[src/rtl/dacif_pkg.sv]
package dacif_pkg;
    localparam int WORD_W = 16;
    localparam int BYTE_W = 8;
    localparam int SYNC_STAGES = 2;

    typedef logic [WORD_W-1:0] code_t;
    typedef logic [BYTE_W-1:0] byte_t;

    typedef enum logic {
        LOAD_SERIAL = 1'b0,
        LOAD_BYTE   = 1'b1
    } load_mode_e;

    typedef enum logic {
        ORDER_MSB = 1'b0,
        ORDER_LSB = 1'b1
    } bit_order_e;

    typedef struct packed {
        logic       strobe;
        load_mode_e mode;
        bit_order_e order;
        logic       sin;
        logic       hi_sel;
        logic       lo_sel;
        byte_t      data;
    } wr_req_t;

    function automatic code_t zero_code(input logic bipolar);
        code_t z;
        z = '0;
        z[WORD_W-1] = bipolar;
        return z;
    endfunction
endpackage

[src/rtl/dacif_sync.sv]
module dacif_sync #(
    parameter int WIDTH  = 1,
    parameter int STAGES = 2
) (
    input  logic             clk,
    input  logic             rst,
    input  logic [WIDTH-1:0] d,
    output logic [WIDTH-1:0] q
);
    logic [WIDTH-1:0] stage [STAGES];

    always_ff @(posedge clk) begin
        if (rst) stage[0] <= '0;
        else     stage[0] <= d;
    end

    for (genvar i = 1; i < STAGES; i++) begin : g_stage
        always_ff @(posedge clk) begin
            if (rst) stage[i] <= '0;
            else     stage[i] <= stage[i-1];
        end
    end

    assign q = stage[STAGES-1];
endmodule

[src/rtl/dacif_edge.sv]
module dacif_edge (
    input  logic clk,
    input  logic rst,
    input  logic level,
    output logic pulse
);
    logic prev_q;

    always_ff @(posedge clk) begin
        if (rst) prev_q <= 1'b0;
        else     prev_q <= level;
    end

    assign pulse = level & ~prev_q;

    // a held chip select yields a single-cycle pulse
    assert_single_pulse_R7: assert property (@(posedge clk) disable iff (rst)
        pulse |=> !pulse);
endmodule

[src/rtl/dacif_rank1.sv]
module dacif_rank1
    import dacif_pkg::*;
(
    input  logic    clk,
    input  logic    rst,
    input  wr_req_t req,
    output code_t   word_q,
    output logic    chain_q
);
    always_ff @(posedge clk) begin
        if (rst) begin
            word_q  <= '0;
            chain_q <= 1'b0;
        end else if (req.strobe) begin
            if (req.mode == LOAD_SERIAL) begin
                if (req.order == ORDER_MSB) begin
                    word_q  <= {word_q[WORD_W-2:0], req.sin};
                    chain_q <= word_q[WORD_W-1];
                end else begin
                    word_q  <= {req.sin, word_q[WORD_W-1:1]};
                    chain_q <= word_q[0];
                end
            end else begin
                if (req.hi_sel) word_q[WORD_W-1:BYTE_W] <= req.data;
                if (req.lo_sel) word_q[BYTE_W-1:0]      <= req.data;
            end
        end
    end

    assert_hold_no_strobe_R7: assert property (@(posedge clk) disable iff (rst)
        !req.strobe |=> $stable(word_q) && $stable(chain_q));

    assert_msb_shift_R2: assert property (@(posedge clk) disable iff (rst)
        req.strobe && req.mode == LOAD_SERIAL && req.order == ORDER_MSB
        |=> word_q[0] == $past(req.sin) && chain_q == $past(word_q[WORD_W-1]));

    assert_lsb_shift_R3: assert property (@(posedge clk) disable iff (rst)
        req.strobe && req.mode == LOAD_SERIAL && req.order == ORDER_LSB
        |=> word_q[WORD_W-1] == $past(req.sin) && chain_q == $past(word_q[0]));

    assert_byte_chain_R4: assert property (@(posedge clk) disable iff (rst)
        req.strobe && req.mode == LOAD_BYTE |=> $stable(chain_q));

    assert_low_kept_R5: assert property (@(posedge clk) disable iff (rst)
        req.strobe && req.mode == LOAD_BYTE && !req.lo_sel
        |=> $stable(word_q[BYTE_W-1:0]));
endmodule

[src/rtl/dacif_rank2.sv]
module dacif_rank2
    import dacif_pkg::*;
(
    input  logic  clk,
    input  logic  rst,
    input  logic  clr,
    input  logic  bipolar,
    input  logic  load,
    input  code_t d,
    output code_t q
);
    always_ff @(posedge clk) begin
        if (rst)       q <= '0;
        else if (clr)  q <= zero_code(bipolar);
        else if (load) q <= d;
    end

    assert_clear_code_R9: assert property (@(posedge clk) disable iff (rst)
        clr |=> (q == ($past(bipolar) ? 16'h8000 : 16'h0000)));

    assert_clear_wins_R10: assert property (@(posedge clk) disable iff (rst)
        clr && load && (d != 16'h0000) && (d != 16'h8000) |=> q != $past(d));

    assert_follow_R8: assert property (@(posedge clk) disable iff (rst)
        load && !clr |=> q == $past(d));

    assert_hold_R8: assert property (@(posedge clk) disable iff (rst)
        !load && !clr |=> $stable(q));
endmodule

[src/rtl/dac_dual_rank_if.sv]
module dac_dual_rank_if
    import dacif_pkg::*;
(
    input  logic        clk,
    input  logic        rst,
    input  logic        byte_mode,
    input  logic [7:0]  data_in,
    input  logic        cs_strobe,
    input  logic        hi_en,
    input  logic        lo_en,
    input  logic        load_dac,
    input  logic        clear,
    output logic [15:0] code_out,
    output logic        chain_out
);
    logic [2:0] ctl_sync;
    logic       cs_pulse;
    wr_req_t    req;
    code_t      rank1_word;

    dacif_sync #(.WIDTH(3), .STAGES(SYNC_STAGES)) u_sync (
        .clk (clk),
        .rst (rst),
        .d   ({cs_strobe, clear, load_dac}),
        .q   (ctl_sync)
    );

    dacif_edge u_cs_edge (
        .clk   (clk),
        .rst   (rst),
        .level (ctl_sync[2]),
        .pulse (cs_pulse)
    );

    always_comb begin
        req.strobe = cs_pulse;
        req.mode   = load_mode_e'(byte_mode);
        req.order  = bit_order_e'(data_in[1]);
        req.sin    = data_in[0];
        req.hi_sel = hi_en;
        req.lo_sel = lo_en;
        req.data   = data_in;
    end

    dacif_rank1 u_rank1 (
        .clk     (clk),
        .rst     (rst),
        .req     (req),
        .word_q  (rank1_word),
        .chain_q (chain_out)
    );

    dacif_rank2 u_rank2 (
        .clk     (clk),
        .rst     (rst),
        .clr     (ctl_sync[1]),
        .bipolar (lo_en),
        .load    (ctl_sync[0]),
        .d       (rank1_word),
        .q       (code_out)
    );

    // in serial mode the enables do not steer the load
    assert_serial_ignores_en_R6: assert property (@(posedge clk) disable iff (rst)
        cs_pulse && !byte_mode && !data_in[1]
        |=> rank1_word[15:1] == $past(rank1_word[14:0]));
endmodule

[config.mk]
export PLATFORM = sky130hd
export DESIGN_NAME = dac_dual_rank_if
export DESIGN_NICKNAME = d
export VERILOG_FILES = /design/src/rtl/dacif_pkg.sv /design/src/rtl/dacif_sync.sv /design/src/rtl/dacif_edge.sv /design/src/rtl/dacif_rank1.sv /design/src/rtl/dacif_rank2.sv /design/src/rtl/dac_dual_rank_if.sv
export SDC_FILE = /design/constraint.sdc
export NUM_CORES = 1
export LEC_CHECK = 0
export CAP_MARGIN = 20
export CORE_ASPECT_RATIO = 1.5
export CORE_MARGIN = 2
export CORE_UTILIZATION = 55
export CTS_BUF_LIST = sky130_fd_sc_hd__clkbuf_16
export CTS_CLUSTER_SIZE = 24
export DETAILED_ROUTE_END_ITERATION = 8
export PLACE_DENSITY = 0.9
export RECOVER_POWER = 25
export REMOVE_ABC_BUFFERS = 1
export SYNTH_ARGS = -nofsm -noshare
export SYNTH_HDL_FRONTEND = slang
export SYNTH_SLANG_ARGS = --single-unit
[constraint.sdc]
create_clock -name clk -period 1.85 [get_ports clk]
set_clock_uncertainty 0.05 [all_clocks]
set_input_delay 0.185 -clock clk [delete_from_list [all_inputs] [get_ports clk]]
set_output_delay 0.185 -clock clk [all_outputs]
set_load 0.01 [all_outputs]
== Word-level counts from Yosys, hierarchy flattened ==
Memories as Yosys holds them, arrays and structs flattened.
Cells that the tools add are included.

* Register bits: 34
* Latch bits: 0
* RAM bits: 6
* Memory bits (read-only): 0
* Input port bits: 16
* Output and inout port bits: 17
* Word-level logic and storage cells: 31
* Memories kept: 1

* Add/sub/neg operators: 0
* Multiply operators: 0
* Divide/modulo/power cells: 0
* Order comparisons: 0
* Eq/ne operators: 2
* Shift-type cells: 0
* Mux-type cells: 12
* Bitwise gates (word level): 5
* Reductions and logical operators: 5

{| class="wikitable"
|+ Memories
! memory !! words !! bits a word !! read ports !! clocked after Yosys merged registers in !! wr ports !! line !! source
|-
| u_sync.stage || 2 || 3 || 2 || 0 || 2 || dacif_sync.sv:10 || <nowiki>logic [WIDTH-1:0] stage [STAGES];</nowiki>
|}

{| class="wikitable"
|+ Operator list
! operator !! number
|-
| two-way mux 16 bit || 4
|-
| two-way mux 8 bit || 2
|-
| two-way mux 3 bit || 2
|-
| AND reduction 2 bit || 3
|-
| two-way mux 1 bit || 4
|-
| != test 2 x 1 -> 1 bit (second input constant) || 2
|-
| NOT 1 bit || 2
|-
| bitwise OR 1 bit || 2
|-
| nonzero test 2 bit || 1
|-
| OR reduction 2 bit || 1
|-
| bitwise AND 1 bit || 1
|}

== Logic depth before layout (Yosys ltp) ==
* Depth after elaboration: 3
* Depth in mapped cells: 5
* Gate-level depth less buffers: 3

== By module ==
Synthesis repeated with hierarchy kept, for this count alone.

* Cell total of the unflattened synthesis: 180
* Area, all modules: 1855.5 sq um

{| class="wikitable"
|+ Modules (own cells, without submodules)
! module !! instances !! cells an instance !! area each (sq um) !! seq. area each (sq um)
|-
| dacif_rank1 || 1 || 110 || 1046.0 || 340.3
|-
| dacif_rank2 || 1 || 55 || 604.3 || 320.3
|-
| dacif_sync || 1 || 12 || 157.7 || 120.1
|-
| dacif_edge || 1 || 3 || 47.5 || 20.0
|}

== Least setup slack after synthesis ==
OpenSTA, ideal clock, no wires.

* Path type: reg-to-reg
* Start point: register u_cs_edge.prev_q
* End point: register u_rank1.word_q[6]
* Setup time: 0.061 ns
* Arrival: 1.099 ns
* Data required time: 1.739 ns
* Slack: 0.640 ns
* Stages on the path, launching flop included: 6
* Path buffers: 2
* Clock period less this slack: 1.210 ns
* Cells stage by stage: dfxtp_1 -> nand2b_1 -> buf_2 -> buf_2 -> nor4_1 -> a32o_1

* Cells in the longest elaborated chain, start to end: 3

{| class="wikitable"
|+ Ends and longest elaborated chain
! what !! line !! source
|-
| from (decl) || dacif_edge.sv:7 || <nowiki>logic prev_q;</nowiki>
|-
| from (signal assigned) || dacif_edge.sv:11 || <nowiki>else prev_q <= level;</nowiki>
|-
| NOT 1 bit || dacif_edge.sv:14 || <nowiki>assign pulse = level & ~prev_q;</nowiki>
|-
| bitwise AND 1 bit || dacif_edge.sv:14 ||
|-
| AND reduction 2 bit (no source line) || n/a ||
|-
| to (signal assigned) || dacif_rank1.sv:17 || <nowiki>word_q <= {word_q[WORD_W-2:0], req.sin};</nowiki>
|-
| to (signal assigned) || dacif_rank1.sv:20 || <nowiki>word_q <= {req.sin, word_q[WORD_W-1:1]};</nowiki>
|-
| to (signal, indexed assignment) || dacif_rank1.sv:24 || <nowiki>if (req.hi_sel) word_q[WORD_W-1:BYTE_W] <= req.data;</nowiki>
|-
| to (decl) || dacif_rank1.sv:7 || <nowiki>output code_t word_q,</nowiki>
|}

Every way passes these cells.
A chain may end at the register's enable or synchronous reset.

== Worst setup path after layout ==
* Start point: input port byte_mode
* End point: register u_rank1.word_q[5]

* Cells in the longest elaborated chain, start to end: 2
* Elaborated cells between the ends (all ways): 3
* Those cells by class: 1 x eq/ne; 1 x mux; 1 x reduce/logical

{| class="wikitable"
|+ Ends and longest elaborated chain
! what !! line !! source
|-
| from (decl) || dac_dual_rank_if.sv:6 || <nowiki>input logic byte_mode,</nowiki>
|-
| != test 2 x 1 -> 1 bit (no source line) || n/a ||
|-
| AND reduction 2 bit (no source line) || n/a ||
|}

Parallel ways exist; a longest one is shown, timed or not.

==> results by group <==
CTS
  – Total number of H-tree levels: 2
  – Count of instances resized after the clock tree is built: 0
  – Clk Tree Root Cell: clkbuf_16
  – Number of hold buffers added after cts: 0
  – Maximum clock path buffer count: 2
  – Post-CTS setup-driven buffer insertion count: 0
  – Sinks on the clock net: 40
  – TritonCTS clock tree: done
  – Clock buffers created by TritonCTS: 5
  – Clock Latency Late Sink: 0.28 ns
  – Clock slew at the register clock pins of the worst setup and hold paths: 0.06 ns

Critical path
  – Setup CP Type: input pin to flop
  – Signal arrival time at the worst endpoint: 1.85 ns
  – Category of the worst setup path launch point: input pin
  – FF-to-FF End: u_rank1.word_q[5]
  – Internal reg-to-reg setup slack: 0.35 ns
  – Required time at the worst-slack endpoint: 2.02 ns
  – Critical-path maximum fanout: 13
  – Worst R2R Path Depth: 4
  – Endpoint type of the worst setup path: flop
  – Beginning of the worst register-to-register path: u_cs_edge.prev_q

Synth
  – Post-synthesis sequential element count: 40
  – Dominant cells by area after synthesis: dfxtp_1 (45%), nor2b_1 (10%), mux2i_1 (10%)
  – Distinct cells, synth: 24
  – Sequential fraction of the synthesis area: 0.448
  – Post-Synthesis Mean Instance Area: 9.67 µm²
  – Share of the synthesized area in the top cell type: 0.448
  – Cell taking the most area after synthesis: dfxtp_1
  – Number of warning messages in the yosys log: 0
  – Post-synthesis instance area: 1790 µm²
  – Number of cells produced by synthesis: 185

Cells and area
  – Core utilization of the finished layout: 0.732
  – Fill cells: 244
  – Area occupied by multi-input gates: 887 µm²
  – Fraction of final layout cells sized beyond drive strength 1: 0.0776
  – Sequential Area: 801 µm²
  – Net count reported at finish: 234
  – Antenna diode count: 0
  – Final Cell Area: 2290 µm²
  – Area overhead of the layout relative to synthesis: 28.0%
  – Final non-filler cell total: 259

Timing
  – Slew margin rel.: 0.632
  – Total of endpoints with negative setup slack in the final report: 0
  – Worst Max-Slew Pin Slew: 0.553 ns
  – Number of max-slew violations in the final report: 0
  – Worst-case setup margin in the final layout: 0.179 ns
  – Peak Freq: 598 MHz
  – Final Hold Fails: 0
  – Tcrit/Tclk final: 0.904
  – TNS Setup: 0 ns
  – Post-Route Hold Slack: 0.390 ns
  – RSZ-0062 raised after global routing: false
  – Tmin final: 1.67 ns

Detailed routing
  – DRT iter0 DRCs: 21
  – Detail-routed via count per cell: 5.74
  – Average wire length per cell after detail routing: 16.0 µm
  – Total vias in the final route: 1,486
  – TritonRoute pass-1 iters: 4
  – Sum of routed wire length over all layers: 4130 µm
  – Number of design rule violations left after detail routing: 0
  – Antenna Nets Post-Route: 0

Placed design
  – Placed Instance Area: 2160 µm²
  – DP HPWL: 3110 µm
  – Final weighted congestion in routability-driven placement: 0.863
  – Count of buffers inserted at the top-level ports: 32
  – Placed cell count: 251
  – Setup slack at placement: -0.000552 ns

Pwr
  – Areal power density over the cells: 828 nW/µm²
  – Total power draw: 1.90 mW
  – Static Leak: 0.881 nW
  – Worst voltage drop across the vdd grid: 0.000770 V

Job
  – Max cap viols: 0

Floorplanning
  – I/O pin count: 33
  – Placement row count: 25
  – Starting utilization of the core area: 0.572
  – Core region area: 3130 µm²
  – Die extent in x: 50.6 µm
  – Die Outline Area: 3730 µm²
  – Die height: 73.9 µm

GRT
  – Pin count of the biggest net entering global routing: 17
  – Gr ovfl total: 0
  – Wire length of the first global-routing pass: 6550 µm
  – Antenna violations before repair: 0
  – Vias in the first global route: 1,418
  – Overall routing resource usage: 0.234

Hold path
  – Launch point of the worst hold path: u_sync.stage[0][1]
  – Number of cells traversed by the worst hold path: 1
  – Endpoint with the worst hold slack: u_sync.stage[1][1]
  – Hold Path Class: flop to flop

Run status
  – Outcome: completed
[critical path, stage by stage]
cell,delay [ns]
dlygate4sd3_1,0.65
buf_4,0.22
nor2b_1,0.14
buf_4,0.16
nor4_1,0.31
a32o_1,0.18
[power breakdown]
group          internal, mW  switching (mW)
sequential            0.881          0.0157
combinational        0.0901          0.0901
clock                 0.496           0.325
total                  1.47           0.430
[state kept, by name, indices dropped and copies added (netlist names)]
signal	count
u_cs_edge.prev_q	1
u_rank1.chain_q	1
u_rank1.word_q	16
u_rank2.q	16
u_sync.stage	6
[routing by layer]
metal,vias to the layer above,track usage,part of all wire
li1,737,-,-
met1,711,0.265,0.43
met2,31,0.414,0.52
met3,7,0.0508,0.028
met4,0,0.111,0.018
met5,-,0,0
[cells in the mapped netlist]
cell and instances:
buf_2 9, or3b_1 1, nor2_1 18, dfxtp_1 40
clkbuf_1 6, a2111oi_0 1, a211oi_1 1, buf_6 1
or2_1 1, nor4_1 12, a311oi_1 1, inv_1 2
nor2b_1 29, o21ai_1 3, mux2_1 1, nand2b_1 4
nand2_1 2, or3_1 1, o21ai_0 1, buf_4 2
mux2i_1 18, a32o_1 13, a21oi_1 4, a211o_1 14
[cell usage in the layout, fill, tap and decap left out]
master	n
nand2b_1	4
nor4_1	12
a21oi_1	4
a211o_1	14
mux2i_1	18
inv_1	2
buf_4	10
mux2_1	1
dlygate4sd3_1	7
nor2b_1	29
a211oi_1	1
clkdlybuf4s50_1	25
a311oi_1	1
a2111oi_0	1
or3_1	1
clkbuf_16	5
clkinv_1	1
o21ai_0	1
clkbuf_1	2
o21ai_1	3
or3b_1	1
dfxtp_1	40
a32o_1	13
clkinv_2	1
nor2_1	18
inv_6	1
nand2_1	2
or2_1	1
[final cells by class]
| cell class | instances | share of cell area |
|---|---|---|
| Multi-Input combinational cell | 125 | 0.387 |
| Inverter | 2 | 0.00328 |
| Tap cell | 40 | 0.0218 |
| Clock inverter | 3 | 0.00765 |
| Sequential cell | 40 | 0.350 |
| Clock buffer | 5 | 0.0546 |
| Timing Repair Buffer | 44 | 0.176 |
[cell families (layout without fill, tap and decap cells)]
group	count (synthesis)	after routing	share of synthesized area
and+or+nand+nor	68	68	0.211
DFF	40	40	0.448
AOI/OAI and AO/OA	38	38	0.178
buffers and inverters	20	54	0.0566
muxes	19	19	0.107
[how the worst max path moves through the flow]
stage	from	to	slack, ns	depth (start not counted)
5_1_grt	byte_mode	u_rank1.word_q[5]	0.13	6
3_5_place_dp	byte_mode	u_rank1.word_q[4]	-0.0006	6
6_report	byte_mode	u_rank1.word_q[5]	0.18	6
3_3_place_gp	byte_mode	u_rank1.word_q[12]	0.06	5
4_1_cts	byte_mode	u_rank1.word_q[4]	0.29	6
2_1_floorplan	u_sync.stage[1][0]	u_rank2.q[15]	0.40	3
No activity file was read; power rests on OpenSTA's default activity.
